`src/rtl/gport_pkg.sv`:
```
package gport_pkg;

  localparam int unsigned PORT_W = 8;
  localparam int unsigned SEL_W  = 2;

  typedef enum logic [SEL_W-1:0] {
    LOC_DIR  = 2'd0,
    LOC_VAL  = 2'd1,
    LOC_PIN  = 2'd2,
    LOC_NONE = 2'd3
  } loc_e;

  // bits of the direction register that hold state: all but the top one
  function automatic logic [PORT_W-1:0] dir_keep_mask();
    logic [PORT_W-1:0] m;
    m = '1;
    m[PORT_W-1] = 1'b0;
    return m;
  endfunction

  // bits of the value register that hold state: all but the two request slots
  function automatic logic [PORT_W-1:0] val_keep_mask();
    logic [PORT_W-1:0] m;
    m = '1;
    m[PORT_W-1] = 1'b0;
    m[PORT_W-2] = 1'b0;
    return m;
  endfunction

  // pin read: the top pin is a dedicated clock output and reads as zero
  function automatic logic [PORT_W-1:0] pin_read_mask();
    logic [PORT_W-1:0] m;
    m = '1;
    m[PORT_W-1] = 1'b0;
    return m;
  endfunction

  function automatic logic halt_hit(input logic [PORT_W-1:0] wd);
    return wd[PORT_W-1];
  endfunction

  function automatic logic idle_hit(input logic [PORT_W-1:0] wd);
    return wd[PORT_W-2] & ~wd[PORT_W-1];
  endfunction

endpackage

```
`src/rtl/gport_store.sv`:
```
module gport_store #(
  parameter int unsigned W = 8,
  parameter logic [W-1:0] KEEP = '1
) (
  input  logic         clk,
  input  logic         rst_n,
  input  logic         we,
  input  logic [W-1:0] wd,
  output logic [W-1:0] q
);

  for (genvar i = 0; i < W; i++) begin : g_bit
    if (KEEP[i]) begin : g_ff
      always_ff @(posedge clk or negedge rst_n) begin
        if (!rst_n)  q[i] <= 1'b0;
        else if (we) q[i] <= wd[i];
      end
    end else begin : g_zero
      assign q[i] = 1'b0;
    end
  end

endmodule

```
`src/rtl/gport_mode_req.sv`:
```
module gport_mode_req
  import gport_pkg::*;
#(
  parameter int unsigned W = PORT_W
) (
  input  logic         clk,
  input  logic         rst_n,
  input  logic         we,
  input  logic [W-1:0] wd,
  output logic         halt_q,
  output logic         idle_q
);

  logic halt_d, idle_d;

  always_comb begin
    halt_d = we & halt_hit(wd);
    idle_d = we & idle_hit(wd);
  end

  always_ff @(posedge clk or negedge rst_n) begin
    if (!rst_n) begin
      halt_q <= 1'b0;
      idle_q <= 1'b0;
    end else begin
      halt_q <= halt_d;
      idle_q <= idle_d;
    end
  end

endmodule

```
`src/rtl/gport_pin_drive.sv`:
```
module gport_pin_drive #(
  parameter int unsigned W    = 8,
  parameter int unsigned N_IO = W - 2
) (
  input  logic [W-1:0] dir_q,
  input  logic [W-1:0] val_q,
  output logic [W-1:0] pin_out,
  output logic [W-1:0] pin_oe
);

  for (genvar i = 0; i < W; i++) begin : g_pin
    if (i < N_IO) begin : g_io
      assign pin_oe[i]  = dir_q[i];
      assign pin_out[i] = val_q[i];
    end else begin : g_special
      assign pin_oe[i]  = 1'b0;
      assign pin_out[i] = 1'b0;
    end
  end

endmodule

```
`src/rtl/gport_read_mux.sv`:
```
module gport_read_mux
  import gport_pkg::*;
#(
  parameter int unsigned W = PORT_W
) (
  input  loc_e         loc,
  input  logic [W-1:0] dir_q,
  input  logic [W-1:0] val_q,
  input  logic [W-1:0] pin_in,
  output logic [W-1:0] rd_data
);

  always_comb begin
    unique case (loc)
      LOC_DIR: rd_data = dir_q & dir_keep_mask();
      LOC_VAL: rd_data = val_q & val_keep_mask();
      LOC_PIN: rd_data = pin_in & pin_read_mask();
      default: rd_data = '0;
    endcase
  end

endmodule

```
`src/rtl/gport_ctl.sv`:
```
module gport_ctl
  import gport_pkg::*;
(
  input  logic              clk,
  input  logic              rst_n,
  input  logic [SEL_W-1:0]  sel,
  input  logic              wr_en,
  input  logic [PORT_W-1:0] wr_data,
  output logic [PORT_W-1:0] rd_data,
  input  logic [PORT_W-1:0] pin_in,
  output logic [PORT_W-1:0] pin_out,
  output logic [PORT_W-1:0] pin_oe,
  output logic              halt_req,
  output logic              idle_req,
  output logic              sk_alt
);

  localparam int unsigned N_IO   = PORT_W - 2;
  localparam int unsigned SK_BIT = PORT_W - 2;

  loc_e              loc;
  logic              wr_dir_ev;
  logic              wr_val_ev;
  logic [PORT_W-1:0] dir_q;
  logic [PORT_W-1:0] val_q;

  assign loc       = loc_e'(sel);
  assign wr_dir_ev = wr_en & (loc == LOC_DIR);
  assign wr_val_ev = wr_en & (loc == LOC_VAL);

  gport_store #(.W(PORT_W), .KEEP(dir_keep_mask())) u_dir (
    .clk(clk), .rst_n(rst_n), .we(wr_dir_ev), .wd(wr_data), .q(dir_q)
  );

  gport_store #(.W(PORT_W), .KEEP(val_keep_mask())) u_val (
    .clk(clk), .rst_n(rst_n), .we(wr_val_ev), .wd(wr_data), .q(val_q)
  );

  gport_mode_req #(.W(PORT_W)) u_req (
    .clk(clk), .rst_n(rst_n), .we(wr_val_ev), .wd(wr_data),
    .halt_q(halt_req), .idle_q(idle_req)
  );

  gport_pin_drive #(.W(PORT_W), .N_IO(N_IO)) u_drv (
    .dir_q(dir_q), .val_q(val_q), .pin_out(pin_out), .pin_oe(pin_oe)
  );

  gport_read_mux #(.W(PORT_W)) u_rd (
    .loc(loc), .dir_q(dir_q), .val_q(val_q), .pin_in(pin_in), .rd_data(rd_data)
  );

  assign sk_alt = dir_q[SK_BIT];

endmodule

```
`config.mk`:
```
export PLATFORM = sky130hd
export DESIGN_NAME = gport_ctl
export DESIGN_NICKNAME = d
export VERILOG_FILES = /design/src/rtl/gport_pkg.sv /design/src/rtl/gport_store.sv /design/src/rtl/gport_mode_req.sv /design/src/rtl/gport_pin_drive.sv /design/src/rtl/gport_read_mux.sv /design/src/rtl/gport_ctl.sv
export SDC_FILE = /design/constraint.sdc
export NUM_CORES = 1
export LEC_CHECK = 0
export BUFFER_PORTS_ARGS = -buffer_cell sky130_fd_sc_hd__buf_4
export CORE_AREA = 2 2 48 50
export DETAILED_ROUTE_END_ITERATION = 8
export DIE_AREA = 0 0 50 52
export PLACE_DENSITY = 0.85
export SKIP_CTS_REPAIR_TIMING = 1
export SYNTH_ARGS = -nofsm -noshare
export SYNTH_HDL_FRONTEND = slang
export SYNTH_HIERARCHICAL = 1
export SYNTH_SLANG_ARGS = --single-unit
```
`constraint.sdc`:
```
create_clock -name clk -period 1.2 [get_ports clk]
set_input_delay 0.12 -clock clk [delete_from_list [all_inputs] [get_ports clk]]
set_output_delay 0.12 -clock clk [all_outputs]
set_load 0.005 [all_outputs]
```
==> results.md <==
* DR vias at between 600 and 700
* First-pass GRT wire length at 2930 um
* Netlist Area Pre-Place at 922 um^2
* Reg-to-reg critical path endpoint: u_dir/q[3]$_DFFE_PN0P_
* Number of cells on the critical path at 3
* P_leak at 0.655 nW
* Fin cells at 139
* Layout cell share with drive strength beyond 1 at 65.8%
* Clk_lat worst skew at 270 ps
* GR Overflow Total at 0
* Final setup fails at 0
* Crit path required time at 1080 ps
* Setup crit start kind: flip-flop
* Syn Area/Cell at 13.2 um^2
* RSZ-0062 raised after global routing: yes
* Gr usage total at 15.2%
* Final setup margin at 50.2 ps
* Avg WL per Cell at 13.5 um
* # rows at 17
* Final TNS setup at 0 ps
* Initial antenna violation count at 0
* Total clock sinks at 15
* H-Tree Level Count at 1
* Outcome: complete, no violations
* Slowest stage cell, crit path: dfrtp_1
* Hold WC Path Type: input port to flip-flop
* Pre-CTS WS at 85.0 ps
* Routed WL at 1880 um
* Clock Tree Root: clkbuf_4
* Minimum clock period at 1150 ps
* Die X at 50 um
* Cell total after placement at 127
* Antenna diode count at 0
* Setup crit end: rd_data[5]
* Worst Path Buf+Inv at 1
* HPWL Detailed at 1430 um
* Worst stage delay on the critical path at ~400 ps
* Critical path endpoint category: output pin
* Number of port buffers at 41
* Worst r2r src: u_dir/q[3]$_DFFE_PN0P_
* Pin count of the biggest net entering global routing at 16
* CTS clk-pin slew, worst paths at ~80 ps
* R2R Setup Slk at 300 ps
* Critical path peak fanout at 3
* Multi-input gate area at 392 um^2
* Antenna Violating Nets Remaining at 0
* Worst hold margin at 80.8 ps
* Initial DRC Count at 6
* Ys Warns at 6
* CP Cell Sequence: mux2i_1, o2bb2ai_1, buf_4
* Post-Route Skew at 0 ps
* CTS Buffer Depth at 2
* Max Freq at 870 MHz
* TritonCTS clock tree: yes
* Synth Instances at 70
* Final Max Slew Viols at 0
* Register Area at 375 um^2
* Critical path's top delay family: flip-flops
* Crit Path Class: flip-flop to output pin
* Num CTS Buffers at 3
* Die H at 52 um
* Layout Area Growth over Synthesis at 34.9%
* RD Place Congestion at 0.619
* Fill cell count at 187
* Nets at about 130
* Crit path launch: u_dir/q[5]$_DFFE_PN0P_
* Initial core utilization at 43.8%
* Crit path DAT at 1030 ps
* Die area at 0.00260 mm^2
* Reg2Reg Depth at 2
* PwrDens at approximately 1200 mW/mm^2
* Final hold violation count at 0
* Max-Cap Viols at 0
* DRC at 0
* Vias in the first global route at 646
* IO Pins at 48
* Final period util at a little over nine tenths
* Via-per-instance ratio at approximately 4.6
* Number of detailed-route iterations in the first pass at 4
* Core footprint at 0.00211 mm^2
* Peak VDD IR at between 0.0007 and 0.0008 V
## metrics by stage
| step | instance area [um^2] | util, % | power [W] |
|---|---|---|---|
| after floorplan | 933 | - | 0.000992 |
| after global placement | 1150 | 54.8 | 0.00114 |
| after detailed placement | 1150 | 54.8 | 0.00115 |
| after CTS | 1180 | 56.1 | 0.00143 |
| after global routing | 1240 | 59.1 | 0.00157 |
| final | 1240 | 59.1 | 0.00148 |
## worst reg2reg max path: stages (launching register included)
cell and delay (ps):
dfrtp_1 400, buf_4 140, mux2_4 250
## state kept, by name, indices dropped and copies added, names as in the netlist
register      cells
u_val/q           6
u_dir/q           7
u_req/idle_q      1
u_req/halt_q      1
## worst min-delay path by stage
stage | start | endpoint | slack [ps] | cells past startpoint
after floorplan | rst_n | u_dir/q[0]$_DFFE_PN0P_ | -180 | 0
after global placement | rst_n | u_dir/q[6]$_DFFE_PN0P_ | -20 | 1
after detailed placement | rst_n | u_req/idle_q$_DFF_PN0_ | -10 | 1
after CTS | rst_n | u_dir/q[4]$_DFFE_PN0P_ | -320 | 1
after global routing | wr_data[2] | u_dir/q[2]$_DFFE_PN0P_ | 70 | 2
final | wr_data[7] | u_req/halt_q$_DFF_PN0_ | 80 | 2
## cells in the final DEF (no fill, tap or decap)
cell type / n
clkbuf_1: 1
mux2_4: 13
nor2_1: 1
o2bb2ai_1: 6
and2_2: 1
buf_4: 54
nor3b_2: 1
and3b_1: 2
clkbuf_4: 3
dfrtp_1: 15
mux2i_1: 7
dlygate4sd3_1: 1
conb_1: 5
nor2b_4: 1
## power breakdown
part           total [W]  switching, W  internal [W]
clock network   0.000273      0.000144      0.000129
registers       0.000658     0.0000674      0.000590
logic           0.000546      0.000163      0.000384
## final cells by class
class / count / area share (%)
Timing Repair Buffer: 55 / 33.4
Multi-Input combinational cell: 37 / 31.5
Sequential cell: 15 / 30.2
Tap cell: 28 / 2.82
Clock buffer: 4 / 2.11
## routing by layer
metal / track usage (%) / vias up / wire, um
li1: - / 301 / -
met1: 17.4 / 306 / 774
met2: 27.6 / 33 / 965
met3: 3.45 / 0 / 136
met4: 5.56 / 0 / 0
met5: 0 / - / 0
Note: power is estimated with default switching activity, not from simulation.
